==> src/rtl/ser_cfg_pkg.sv <==
package ser_cfg_pkg;

    localparam int FRAME_BITS = 16;
    localparam int OPC_BITS   = 2;
    localparam int ADDR_BITS  = 4;
    localparam int DATA_BITS  = 10;
    localparam int NUM_REGS   = 5;
    localparam int SYNC_STAGES = 2;

    localparam int ADDR_LSB = OPC_BITS;
    localparam int DATA_LSB = OPC_BITS + ADDR_BITS;
    localparam int CNT_W    = $clog2(FRAME_BITS + 2);

    // accepted operation code: first bit 0, second bit 1
    localparam logic [OPC_BITS-1:0] OPC_WRITE = 2'b10;

    localparam int IDX_MODE_A = 0;
    localparam int IDX_MODE_B = 1;
    localparam int IDX_GAIN   = 2;
    localparam int IDX_BLACK  = 3;
    localparam int IDX_TEST   = 4;

    localparam logic [DATA_BITS-1:0] BLACK_DEFAULT = DATA_BITS'(64);

endpackage

==> src/rtl/ser_cfg_sync.sv <==
module ser_cfg_sync #(
    parameter int           W       = 1,
    parameter int           STAGES  = 2,
    parameter logic [W-1:0] RST_VAL = '0
) (
    input  logic         clk,
    input  logic         rst_n,
    input  logic [W-1:0] async_i,
    output logic [W-1:0] sync_o
);

    logic [STAGES-1:0][W-1:0] stage_d, stage_q;

    always_comb begin
        stage_d[0] = async_i;
        for (int k = 1; k < STAGES; k++) begin
            stage_d[k] = stage_q[k-1];
        end
    end

    always_ff @(posedge clk or negedge rst_n) begin
        if (!rst_n) begin
            stage_q <= {STAGES{RST_VAL}};
        end else begin
            stage_q <= stage_d;
        end
    end

    assign sync_o = stage_q[STAGES-1];

endmodule

==> src/rtl/ser_cfg_shifter.sv <==
module ser_cfg_shifter #(
    parameter int                  FRAME_BITS = 16,
    parameter int                  OPC_BITS   = 2,
    parameter int                  ADDR_BITS  = 4,
    parameter int                  DATA_BITS  = 10,
    parameter int                  CNT_W      = 5,
    parameter logic [OPC_BITS-1:0] OPC_WRITE  = 2'b10
) (
    input  logic                 clk,
    input  logic                 rst_n,
    input  logic                 cs_n_s,
    input  logic                 sck_s,
    input  logic                 sdata_s,
    input  logic                 op_s,
    output logic                 commit_o,
    output logic [CNT_W-1:0]     cnt_o,
    output logic [OPC_BITS-1:0]  opc_o,
    output logic [ADDR_BITS-1:0] addr_o,
    output logic [DATA_BITS-1:0] data_o
);

    localparam int ADDR_LSB = OPC_BITS;
    localparam int DATA_LSB = OPC_BITS + ADDR_BITS;
    localparam int CNT_MAX  = FRAME_BITS + 1;
    localparam logic [CNT_W-1:0] CNT_FULL = CNT_W'(FRAME_BITS);
    localparam logic [CNT_W-1:0] CNT_SAT  = CNT_W'(CNT_MAX);

    typedef struct packed {
        logic [FRAME_BITS-1:0] sh;
        logic [CNT_W-1:0]      cnt;
        logic                  cs_last;
        logic                  sck_last;
        logic                  commit;
    } shf_t;

    shf_t shf_d, shf_q;
    logic full_frame;
    logic opc_ok;

    always_comb begin
        full_frame = (shf_q.cnt == CNT_FULL);
        opc_ok     = op_s || (shf_q.sh[OPC_BITS-1:0] == OPC_WRITE);

        shf_d          = shf_q;
        shf_d.commit   = 1'b0;
        shf_d.cs_last  = cs_n_s;
        shf_d.sck_last = sck_s;

        if (cs_n_s) begin
            shf_d.cnt = '0;
            if (!shf_q.cs_last) begin
                shf_d.commit = full_frame && opc_ok;
            end
        end else if (sck_s && !shf_q.sck_last) begin
            shf_d.sh = {sdata_s, shf_q.sh[FRAME_BITS-1:1]};
            if (shf_q.cnt != CNT_SAT) begin
                shf_d.cnt = shf_q.cnt + 1'b1;
            end
        end
    end

    always_ff @(posedge clk or negedge rst_n) begin
        if (!rst_n) begin
            shf_q          <= '0;
            shf_q.cs_last  <= 1'b1;
        end else begin
            shf_q <= shf_d;
        end
    end

    assign commit_o = shf_q.commit;
    assign cnt_o    = shf_q.cnt;
    assign opc_o    = shf_q.sh[OPC_BITS-1:0];
    assign addr_o   = shf_q.sh[ADDR_LSB +: ADDR_BITS];
    assign data_o   = shf_q.sh[DATA_LSB +: DATA_BITS];

endmodule

==> src/rtl/ser_cfg_bank.sv <==
module ser_cfg_bank #(
    parameter int                   DATA_BITS     = 10,
    parameter int                   ADDR_BITS     = 4,
    parameter int                   NUM_REGS      = 5,
    parameter int                   IDX_BLACK     = 3,
    parameter logic [DATA_BITS-1:0] BLACK_DEFAULT = 10'd64
) (
    input  logic                               clk,
    input  logic                               rst_n,
    input  logic                               commit_i,
    input  logic [ADDR_BITS-1:0]               addr_i,
    input  logic [DATA_BITS-1:0]               data_i,
    output logic [NUM_REGS-1:0]                wr_en_o,
    output logic [NUM_REGS-1:0][DATA_BITS-1:0] regs_o
);

    typedef logic [NUM_REGS-1:0][DATA_BITS-1:0] bank_t;

    bank_t bank_d, bank_q;

    for (genvar gi = 0; gi < NUM_REGS; gi++) begin : g_dec
        assign wr_en_o[gi] = commit_i && (addr_i == ADDR_BITS'(gi));
    end

    always_comb begin
        bank_d = bank_q;
        for (int i = 0; i < NUM_REGS; i++) begin
            if (wr_en_o[i]) begin
                bank_d[i] = data_i;
            end
        end
    end

    always_ff @(posedge clk or negedge rst_n) begin
        if (!rst_n) begin
            for (int i = 0; i < NUM_REGS; i++) begin
                bank_q[i] <= (i == IDX_BLACK) ? BLACK_DEFAULT : '0;
            end
        end else begin
            bank_q <= bank_d;
        end
    end

    assign regs_o = bank_q;

endmodule

==> src/rtl/ser_cfg_port.sv <==
module ser_cfg_port
    import ser_cfg_pkg::*;
#(
    parameter int DATA_W = DATA_BITS,
    parameter int ADDR_W = ADDR_BITS,
    parameter int OPC_W  = OPC_BITS,
    parameter int FRM_W  = FRAME_BITS,
    parameter int SYNC_N = SYNC_STAGES
) (
    input  logic              clk,
    input  logic              rst_n,
    input  logic              cs_n,
    input  logic              sck,
    input  logic              sdata,
    input  logic              opc_bypass,
    output logic [DATA_W-1:0] mode_a,
    output logic [DATA_W-1:0] mode_b,
    output logic [DATA_W-1:0] gain,
    output logic [DATA_W-1:0] black_lvl,
    output logic [DATA_W-1:0] test_ctl
);

    localparam int NREG = NUM_REGS;
    localparam int CW   = $clog2(FRM_W + 2);

    // synchronizer lanes: {op, sdata, sck, cs_n}; chip select idles high
    logic [3:0] pins_s;
    logic       cs_n_s, sck_s, sdata_s, op_s;

    logic                         commit_stb;
    logic [CW-1:0]                frm_cnt;
    logic [OPC_W-1:0]             frm_opc;
    logic [ADDR_W-1:0]            frm_addr;
    logic [DATA_W-1:0]            frm_data;
    logic [NREG-1:0]              wr_en;
    logic [NREG-1:0][DATA_W-1:0]  reg_q;

    ser_cfg_sync #(
        .W       (4),
        .STAGES  (SYNC_N),
        .RST_VAL (4'b0001)
    ) u_sync (
        .clk     (clk),
        .rst_n   (rst_n),
        .async_i ({opc_bypass, sdata, sck, cs_n}),
        .sync_o  (pins_s)
    );

    assign cs_n_s  = pins_s[0];
    assign sck_s   = pins_s[1];
    assign sdata_s = pins_s[2];
    assign op_s    = pins_s[3];

    ser_cfg_shifter #(
        .FRAME_BITS (FRM_W),
        .OPC_BITS   (OPC_W),
        .ADDR_BITS  (ADDR_W),
        .DATA_BITS  (DATA_W),
        .CNT_W      (CW),
        .OPC_WRITE  (OPC_WRITE)
    ) u_shift (
        .clk      (clk),
        .rst_n    (rst_n),
        .cs_n_s   (cs_n_s),
        .sck_s    (sck_s),
        .sdata_s  (sdata_s),
        .op_s     (op_s),
        .commit_o (commit_stb),
        .cnt_o    (frm_cnt),
        .opc_o    (frm_opc),
        .addr_o   (frm_addr),
        .data_o   (frm_data)
    );

    ser_cfg_bank #(
        .DATA_BITS     (DATA_W),
        .ADDR_BITS     (ADDR_W),
        .NUM_REGS      (NREG),
        .IDX_BLACK     (IDX_BLACK),
        .BLACK_DEFAULT (DATA_W'(BLACK_DEFAULT))
    ) u_bank (
        .clk      (clk),
        .rst_n    (rst_n),
        .commit_i (commit_stb),
        .addr_i   (frm_addr),
        .data_i   (frm_data),
        .wr_en_o  (wr_en),
        .regs_o   (reg_q)
    );

    assign mode_a    = reg_q[IDX_MODE_A];
    assign mode_b    = reg_q[IDX_MODE_B];
    assign gain      = reg_q[IDX_GAIN];
    assign black_lvl = reg_q[IDX_BLACK];
    assign test_ctl  = reg_q[IDX_TEST];

endmodule

==> config.mk <==
export PLATFORM = sky130hd
export DESIGN_NAME = ser_cfg_port
export DESIGN_NICKNAME = d
export VERILOG_FILES = /design/src/rtl/ser_cfg_pkg.sv /design/src/rtl/ser_cfg_sync.sv /design/src/rtl/ser_cfg_shifter.sv /design/src/rtl/ser_cfg_bank.sv /design/src/rtl/ser_cfg_port.sv
export SDC_FILE = /design/constraint.sdc
export NUM_CORES = 1
export LEC_CHECK = 0
export BUFFER_PORTS_ARGS = -buffer_cell sky130_fd_sc_hd__clkbuf_2
export CELL_PAD_IN_SITES_DETAIL_PLACEMENT = 0
export CELL_PAD_IN_SITES_GLOBAL_PLACEMENT = 1
export CORE_MARGIN = 3
export CORE_UTILIZATION = 30
export DETAILED_ROUTE_END_ITERATION = 8
export PLACE_DENSITY_LB_ADDON = 0.1
export REMOVE_ABC_BUFFERS = 1
export SLEW_MARGIN = 5
export SYNTH_ARGS = -nofsm -noshare
export SYNTH_HDL_FRONTEND = slang
export SYNTH_SLANG_ARGS = --single-unit
==> constraint.sdc <==
create_clock -name clk -period 3.75 [get_ports clk]
set_clock_uncertainty 0.15 [all_clocks]
set_input_delay 0.1875 -clock clk [delete_from_list [all_inputs] [get_ports clk]]
set_output_delay 0.1875 -clock clk [all_outputs]
set_load 0.05 [all_outputs]
* Yosys cells after proc, flatten, opt, wreduce, memory -nomap -nowiden
Cells that the tools add are included.
Word-level totals: RAM bits 0, logic and storage cells 40, bits in read-only memories 0, output and inout bits 50, flip-flop bits (word level) 82, bits in latches 0, bits of input ports 6, memories 0
Cells by class: shifts and indexed selects 0, order comparisons 0, bitwise gates (word level) 1, div/mod/pow operators 0, eq/ne operators 7, reductions and logical operators 14, multipliers 0, muxes and demuxes 5, $add $sub $neg 1
Operators with widths (count):
- $mux 5 | 3
- $eq 4x2->1 const B | 2
- $logic_and 1x1->1 | 7
- $add 5x1->5 const B | 1
- $eq 5x5->1 const B | 1
- $ne 5x5->1 const B | 1
- $eq 4x1->1 const B | 1
- $eq 4x3->1 const B | 1
- $logic_not 4->1 | 1
- $reduce_and 2->1 | 2
- $reduce_bool 2->1 | 2
- $eq 2x2->1 const B | 1
- $mux 1 | 2
- $logic_not 1->1 | 1
- $logic_or 1x1->1 | 1
- $not 1->1 | 1

* Longest topological paths before layout
Gate-level depths: netlist (run 1).
depth after elaboration 5, gate-level depth with buffers 6, gate-level depth less buffers 5

* By module
A second synthesis (run 1) with hierarchy kept.
Unflattened totals: cells, all modules 220, area total of the unflattened synthesis 3363.2 um2
By module, submodules not included:
- ser_cfg_bank | sequential area each 1252.5 um2, instances 1, cells an instance 116, area each 1946.9 um2
- ser_cfg_shifter | sequential area each 601.8 um2, instances 1, cells an instance 96, area each 1213.7 um2
- ser_cfg_sync | sequential area each 202.7 um2, instances 1, cells an instance 8, area each 202.7 um2

* Least setup slack after synthesis (run 1)
No wires, ideal clock.
path type register to register, start register u_sync.stage_q (netlist bit u_sync.sync_o[0]), end register u_shift.shf_q (netlist bit u_shift.data_o[0]), path buffers 3, slack 2143 ps, clock period less this slack 1607 ps, cell stages (with the launch flop) 7, data arrival time 1332 ps, required time 3475 ps, library setup time 125 ps, path through dfstp_2 buf_4 inv_2 and2_1 buf_6 buf_6 mux2_2
Between the ends: longest elaborated chain between the ends 2
RTL lines:
- start: declaration | RTL line ser_cfg_sync.sv:12 | logic [STAGES-1:0][W-1:0] stage_d, stage_q;
- start signal: assignment | RTL line ser_cfg_sync.sv:23 | stage_q <= {STAGES{RST_VAL}};
- start signal: assignment | RTL line ser_cfg_sync.sv:25 | stage_q <= stage_d;
- $not 1->1 (no source line)
- $reduce_and 2->1 (no source line)
- end: declaration | RTL line ser_cfg_shifter.sv:36 | shf_t shf_d, shf_q;
Every way passes these cells. A chain may end at the register's enable or synchronous reset.

* Worst setup path in the final report (run 1)
start register u_shift.shf_q (netlist bit u_shift.addr_o[1]), end register u_bank.bank_q (netlist bit u_bank.regs_o[49])
Between the ends: longest elaborated chain between the ends 2
RTL lines:
- $eq 4x3->1 | RTL line ser_cfg_bank.sv:22 | assign wr_en_o[gi] = commit_i && (addr_i == ADDR_BITS'(gi));
- $logic_and 1x1->1 | RTL line ser_cfg_bank.sv:22
- end signal: indexed assignment | RTL line ser_cfg_bank.sv:37 | bank_q[i] <= (i == IDX_BLACK) ? BLACK_DEFAULT : '0;
- end signal: assignment | RTL line ser_cfg_bank.sv:40 | bank_q <= bank_d;
- end: declaration | RTL line ser_cfg_bank.sv:19 | bank_t bank_d, bank_q;
Every way passes these cells.

==> metrics, run 1 <==
total number of placement rows=36; gate count of the mapped netlist=193; cell area reported after detailed placement=3540 um2; Final Hold Fails=0; drt total wl=6.04 mm; Root Driver=sky130_fd_sc_hd__clkbuf_8; effective utilization at floorplan=31.5%; Min-Delay Path Class=reg -> reg; minimum setup slack after placement=1660 ps; GRT Util Overall=11.7%; list of most frequent post-synthesis cells=sky130_fd_sc_hd__dfrtp_1 (78), sky130_fd_sc_hd__mux2_2 (68), sky130_fd_sc_hd__nor2_1 (5); initial antenna violation count=0; power consumption=1770 uW; Post-Syn Area=3140 um2; violation count after the first detailed-route iteration=42; reported max-cap violation count=0; Data required, critical path=3830 ps; maximum resistive drop on vdd=0.000177 V; first-pass iteration count of the detailed router=4; kind of end point of the critical path=register; number of hold buffers added after cts=5; global-route wire length before repair=10.3 mm; transition time of the tightest slew-check pin=1060 ps; number of pins exceeding their max-slew limit in the final report=0; Die W=108 um; period utilization=53.3%; # port buffers=55; Worst Setup Start Kind=register; count of antenna-violating nets left after detailed routing=0; maximum number of pins on one net before global-route repair=83; antenna diode count=0; half-perimeter wire length after placement=3.79 mm; most used flip-flop cell after synthesis=sky130_fd_sc_hd__dfrtp_1; detailed-route DRC error count=0; upper clock frequency limit=500 MHz; Sum Neg Setup Slack=0 ps; result of the run=finished clean; static leakage=0.00195 uW; count of boundary I/O pins=56; final weighted congestion in routability-driven placement=0.696; Total Die Area=11700 um2; vias per inst=4.37; CTS clk-pin slew, worst paths=70 ps; count of flip-flops with a built-in enable after synthesis=0; Num CTS Buffers=9; number of nets in the layout=267; count of H-tree levels built during CTS=3; register area share after synthesis=65.5%; worst rel slew slack=29.5%; CTS tree=built; PnR worst setup slack=1750 ps; area of all placed cells without fillers=3800 um2; Netlist cell types=29; flops & latches, synth=82; area added between synthesis and finish=21.0%; mean instance size in the synthesized netlist=16.3 um2; setup repair after global routing missed its margin=no; Cell Count Post-Placement=375; biggest fanout along the worst timing path=10; worst-skew pair later-pin latency=350 ps; buffers inserted by post-CTS timing repair=0; Remaining Overflow, GRT=0; fraction of synthesis flops using an asynchronous set or reset pin=100%; Yosys Warn Count=0; arrival time at the worst endpoint=2080 ps; largest cells by area after synthesis=sky130_fd_sc_hd__dfrtp_1 (62%), sky130_fd_sc_hd__mux2_2 (24%), sky130_fd_sc_hd__dfstp_2 (3.3%); Resized cells post-CTS=0; Final setup viols=0; fraction of post-synthesis cell area in the top cell type by area=62.2%; clock buffer depth=2; power density over the cells=467 nW/um2; non-filler cells in the finished layout=396; CTS Sinks=82; vias in the first global route=1872; via count=1729; placeable core region=9950 um2; cell taking the most area after synthesis=sky130_fd_sc_hd__dfrtp_1; share of cells above drive strength 1=56.7%; min Tclk post-route=2000 ps; Die Span Y=108 um; cell with the most instances after synthesis=sky130_fd_sc_hd__dfrtp_1; mean routed wirelength per cell=15.3 um; Worst Path Class, Setup=reg -> reg
## path summary, 6_finish.rpt
path | startpoint | end | slack (ps) | cells past startpoint
hold reg to reg | u_sync.stage_d[6] | u_sync.sync_o[2] | 200 | 0
min in group asynchronous | rst_n | u_sync.stage_d[5] | 410 | 2
setup / recovery | u_shift.addr_o[1] | u_bank.regs_o[49] | 1750 | 3
max in group asynchronous | rst_n | u_shift.addr_o[1] | 2340 | 2
hold / removal | u_sync.stage_d[6] | u_sync.sync_o[2] | 200 | 0
setup reg to reg | u_shift.addr_o[1] | u_bank.regs_o[49] | 1750 | 3
## power by group
part / switching (uW) / total (uW) / internal (uW)
Sequential: 76.3 / 1010 / 932
Clock: 311 / 685 / 375
Combinational: 34.0 / 80.5 / 46.5
Total: 421 / 1770 / 1350
## area by class of cell
class                           count  area [um2]
Clock inverter                      5        80.1
Tap cell                          133         166
Fill cell                         984        6160
Multi-Input combinational cell    100        1020
Sequential cell                    82        2060
Inverter                            5        18.8
Clock buffer                       11         131
Timing Repair Buffer               60         328
## through the flow
step           hold WS (ps)  utilization, %
2_1_floorplan          -258               -
3_3_place_gp            127            35.5
3_5_place_dp            128            35.5
4_1_cts                 206            38.2
5_1_grt                 213            38.2
6_report                203            38.2
## registers in the layout (all words and copies together) (netlist names)
name,cells
u_shift.data_o,10
u_shift.opc_o,2
u_sync.sync_o,4
u_shift.shf_q,2
u_shift.cnt_o,5
u_shift.commit_o,1
u_shift.addr_o,4
u_sync.stage_d,4
u_bank.regs_o,50
## worst max-delay path, cell delays in order, from the launching register on
cell and delay, ps:
sky130_fd_sc_hd__dfrtp_1 430, sky130_fd_sc_hd__nor2_1 190, sky130_fd_sc_hd__nand4b_1 610, sky130_fd_sc_hd__mux2_2 510
## cell usage in the layout, fill, tap and decap left out, types with 2 or more instances in the layout
master	instances
sky130_fd_sc_hd__clkbuf_8	9
sky130_fd_sc_hd__nor2b_1	2
sky130_fd_sc_hd__dfrtp_1	78
sky130_fd_sc_hd__bufinv_16	2
sky130_fd_sc_hd__clkbuf_1	2
sky130_fd_sc_hd__nand2_1	4
sky130_fd_sc_hd__nand4_1	2
sky130_fd_sc_hd__clkinvlp_4	2
sky130_fd_sc_hd__dlygate4sd3_1	5
sky130_fd_sc_hd__dfstp_2	4
sky130_fd_sc_hd__ha_1	3
sky130_fd_sc_hd__mux2_2	68
sky130_fd_sc_hd__inv_1	4
sky130_fd_sc_hd__nor2_1	5
sky130_fd_sc_hd__clkbuf_2	54
## per-layer routing
metal / up-vias / track usage [%] / wire length (um)
li1: 805 / - / -
met1: 877 / 15.3 / 2810
met2: 40 / 18.4 / 2860
met3: 7 / 4.06 / 304
met4: 0 / 3.79 / 71
met5: - / 0 / 0
## kinds of logic after synthesis
family / Yosys count / synth area share (%)
AO/OA/AOI/OAI: 3 / 0.956
adder cells (fa/ha/maj): 3 / 1.20
buffers and inverters: 11 / 2.11
flip-flops: 82 / 65.5
multiplexers: 70 / 25.2
AND/OR/NAND/NOR: 24 / 5.06
Power figures use the tool's default switching activity.
==> run 2: changes to the inputs <==
--- a/config.mk
+++ b/config.mk
@@ -5,6 +5,7 @@
 export SDC_FILE = /design/constraint.sdc
 export NUM_CORES = 1
 export LEC_CHECK = 0
+export ABC_AREA = 1
 export BUFFER_PORTS_ARGS = -buffer_cell sky130_fd_sc_hd__clkbuf_2
 export CELL_PAD_IN_SITES_DETAIL_PLACEMENT = 0
 export CELL_PAD_IN_SITES_GLOBAL_PLACEMENT = 1
==> constraint.sdc (replaced) <==
create_clock -name clk -period 1.7 [get_ports clk]
set_clock_uncertainty 0.15 [all_clocks]
set_input_delay 0.085 -clock clk [delete_from_list [all_inputs] [get_ports clk]]
set_output_delay 0.085 -clock clk [all_outputs]
set_load 0.05 [all_outputs]
==> run 2 against run 1 <==
The flow now finishes with violations (hold timing). Cell count up 26%. Count of clock-buffer cells in the layout is 1 lower. Via count grew 26%. Global-route usage up 1.8 points. Sequential cell count stayed put. Largest power group unchanged.
==> metrics, run 2 <==
biggest fanout along the worst timing path=2; highest-count cells in the layout ignoring fill and taps=sky130_fd_sc_hd__dfrtp_1 (78), sky130_fd_sc_hd__nand2_1 (77), sky130_fd_sc_hd__clkbuf_2 (54); most used flip-flop cell after synthesis=sky130_fd_sc_hd__dfrtp_1; static leakage=0.00182 uW; number of pins exceeding their max-slew limit in the final report=0; count of boundary I/O pins=56; first-pass iteration count of the detailed router=4; CTS Sinks=82; cell with the most instances after synthesis=sky130_fd_sc_hd__dfrtp_1; placeable core region=9770 um2; global-route wire length before repair=11.7 mm; arrival time at the worst endpoint=1160 ps; Num CTS Buffers=9; upper clock frequency limit=715 MHz; GRT Util Overall=13.5%; Total Die Area=11300 um2; max reg flops=50; gate count of the mapped netlist=294; count of antenna-violating nets left after detailed routing=0; half-perimeter wire length after placement=4.45 mm; area of all placed cells without fillers=3770 um2; Netlist cell types=18; r2r setup slk=310 ps; final hold slack=-17.9 ps; violation count after the first detailed-route iteration=96; # port buffers=55; Worst Setup Start Kind=register; Die Span Y=106 um; mean instance size in the synthesized netlist=10.3 um2; number of nets in the layout=371; antenna diode count=0; count of H-tree levels built during CTS=3; vias per inst=4.34; area added between synthesis and finish=24.5%; drt total wl=6.80 mm; worst-skew pair later-pin latency=360 ps; Post-Syn Area=3020 um2; result of the run=finished with violations; largest cells by area after synthesis=sky130_fd_sc_hd__dfrtp_1 (65%), sky130_fd_sc_hd__nand2_1 (9.6%), sky130_fd_sc_hd__o21ai_1 (8.6%); share of cells above drive strength 1=25.1%; list of most frequent post-synthesis cells=sky130_fd_sc_hd__dfrtp_1 (78), sky130_fd_sc_hd__nand2_1 (77), sky130_fd_sc_hd__o21ai_1 (52), sky130_fd_sc_hd__inv_1 (21), sky130_fd_sc_hd__o21ai_0 (17); Root Driver=sky130_fd_sc_hd__clkbuf_8; Min-Delay Path Class=in -> async; setup repair after global routing missed its margin=no; min Tclk post-route=1400 ps; power density over the cells=1040 nW/um2; endpoint of the worst-slack reg-to-reg timing path=u_shift.addr_o[1]; Resized cells post-CTS=0; period utilization=82.2%; total number of placement rows=36; worst rel slew slack=80.6%; maximum resistive drop on vdd=0.000336 V; transition time of the tightest slew-check pin=293 ps; fraction of post-synthesis cell area in the top cell type by area=64.5%; flops & latches, synth=82; detailed-route DRC error count=0; launch instance of the worst register-to-register path=u_sync.sync_o[0]; effective utilization at floorplan=30.9%; vias in the first global route=2206; cell taking the most area after synthesis=sky130_fd_sc_hd__dfrtp_1; number of cells on the worst reg-to-reg path=5; CTS clk-pin slew, worst paths=100 ps; cell area reported after detailed placement=3510 um2; worst path bufs/invs=1; Remaining Overflow, GRT=0; reported max-cap violation count=0; fraction of synthesis flops using an asynchronous set or reset pin=100%; maximum number of pins on one net before global-route repair=47; Critical Path, Cell by Cell=clkbuf_2; worst-path cell with the longest stage delay=sky130_fd_sc_hd__dfstp_2; largest incremental delay on the critical path=540 ps; Data required, critical path=1460 ps; Final Hold Fails=16; count of flip-flops with a built-in enable after synthesis=0; kind of end point of the critical path=output port; Sum Neg Setup Slack=0 ps; mean routed wirelength per cell=13.6 um; total of fill cells in the finished design=1023; failing checks=hold timing; register area share after synthesis=68.0%; initial antenna violation count=0; clock buffer depth=2; Die W=106 um; final weighted congestion in routability-driven placement=0.738; Final setup viols=0; Yosys Warn Count=0; Worst Path Class, Setup=reg -> out; via count=2171; cell family with most CP delay=flip-flops; most common cell after layout, fill and taps aside=sky130_fd_sc_hd__dfrtp_1; CTS tree=built
[run 2: metrics by stage]
stage	std cells	power, uW	utilization, %	worst slack (ps)
global route	500	4110	38.5	181
finish	500	3900	38.5	302
detailed placement	479	2440	35.9	318
global placement	479	2440	35.9	301
CTS	501	3970	38.6	100
floorplan	280	2300	-	190
[run 2: worst max-delay path by stage]
stage	from	to	slack [ps]	depth (start not counted)
finish	u_bank.regs_o[36]	black_lvl[6]	300	1
floorplan	u_shift.addr_o[3]	u_bank.regs_o[30]	190	4
global route	u_shift.cnt_o[0]	u_shift.cnt_o[2]	180	4
global placement	u_shift.cnt_o[0]	u_shift.cnt_o[2]	300	4
CTS	rst_n	u_bank.regs_o[2]	100	3
detailed placement	u_shift.cnt_o[0]	u_shift.cnt_o[2]	320	4
[run 2: layer usage]
metal  share of wire [%]  vias up  wire length (um)  global-route usage (%)
li1                    -     1093                 -                       -
met1                  51     1025              3440                    19.3
met2                  43       44              2950                    19.6
met3                 4.5        9               307                    3.64
met4                 1.5        0               103                    5.00
met5                   0        -                 0                       0
[run 2: layout make-up]
cell class	instances	area, um2	share of cell area, %
inverter	22	82.6	2.19
clock inverter	6	72.6	1.93
sequential	82	2060	54.6
tap	133	166	4.42
multi-input combinational	176	815	21.6
clock buffer	10	138	3.65
timing repair buffer	71	435	11.6
[run 2: cell families after synthesis]
logic type | after synthesis | synth area share [%]
and+or+nand+nor | 100 | 13.5
DFF | 82 | 68.0
buffers and inverters | 36 | 5.05
AOI/OAI and AO/OA | 73 | 12.2
adders and majority gates | 3 | 1.24
[run 2: repair_timing]
item | in CTS | in global routing
endpoints found under the hold margin | 82 | 0
hold buffers | 6 | 0
setup endpoints to repair | 0 | 7
buffers inserted | 0 | 0
[run 2: where the power goes]
part	switching, uW	internal [uW]
registers	60.1	2040
logic	212	80.2
clock network	768	740
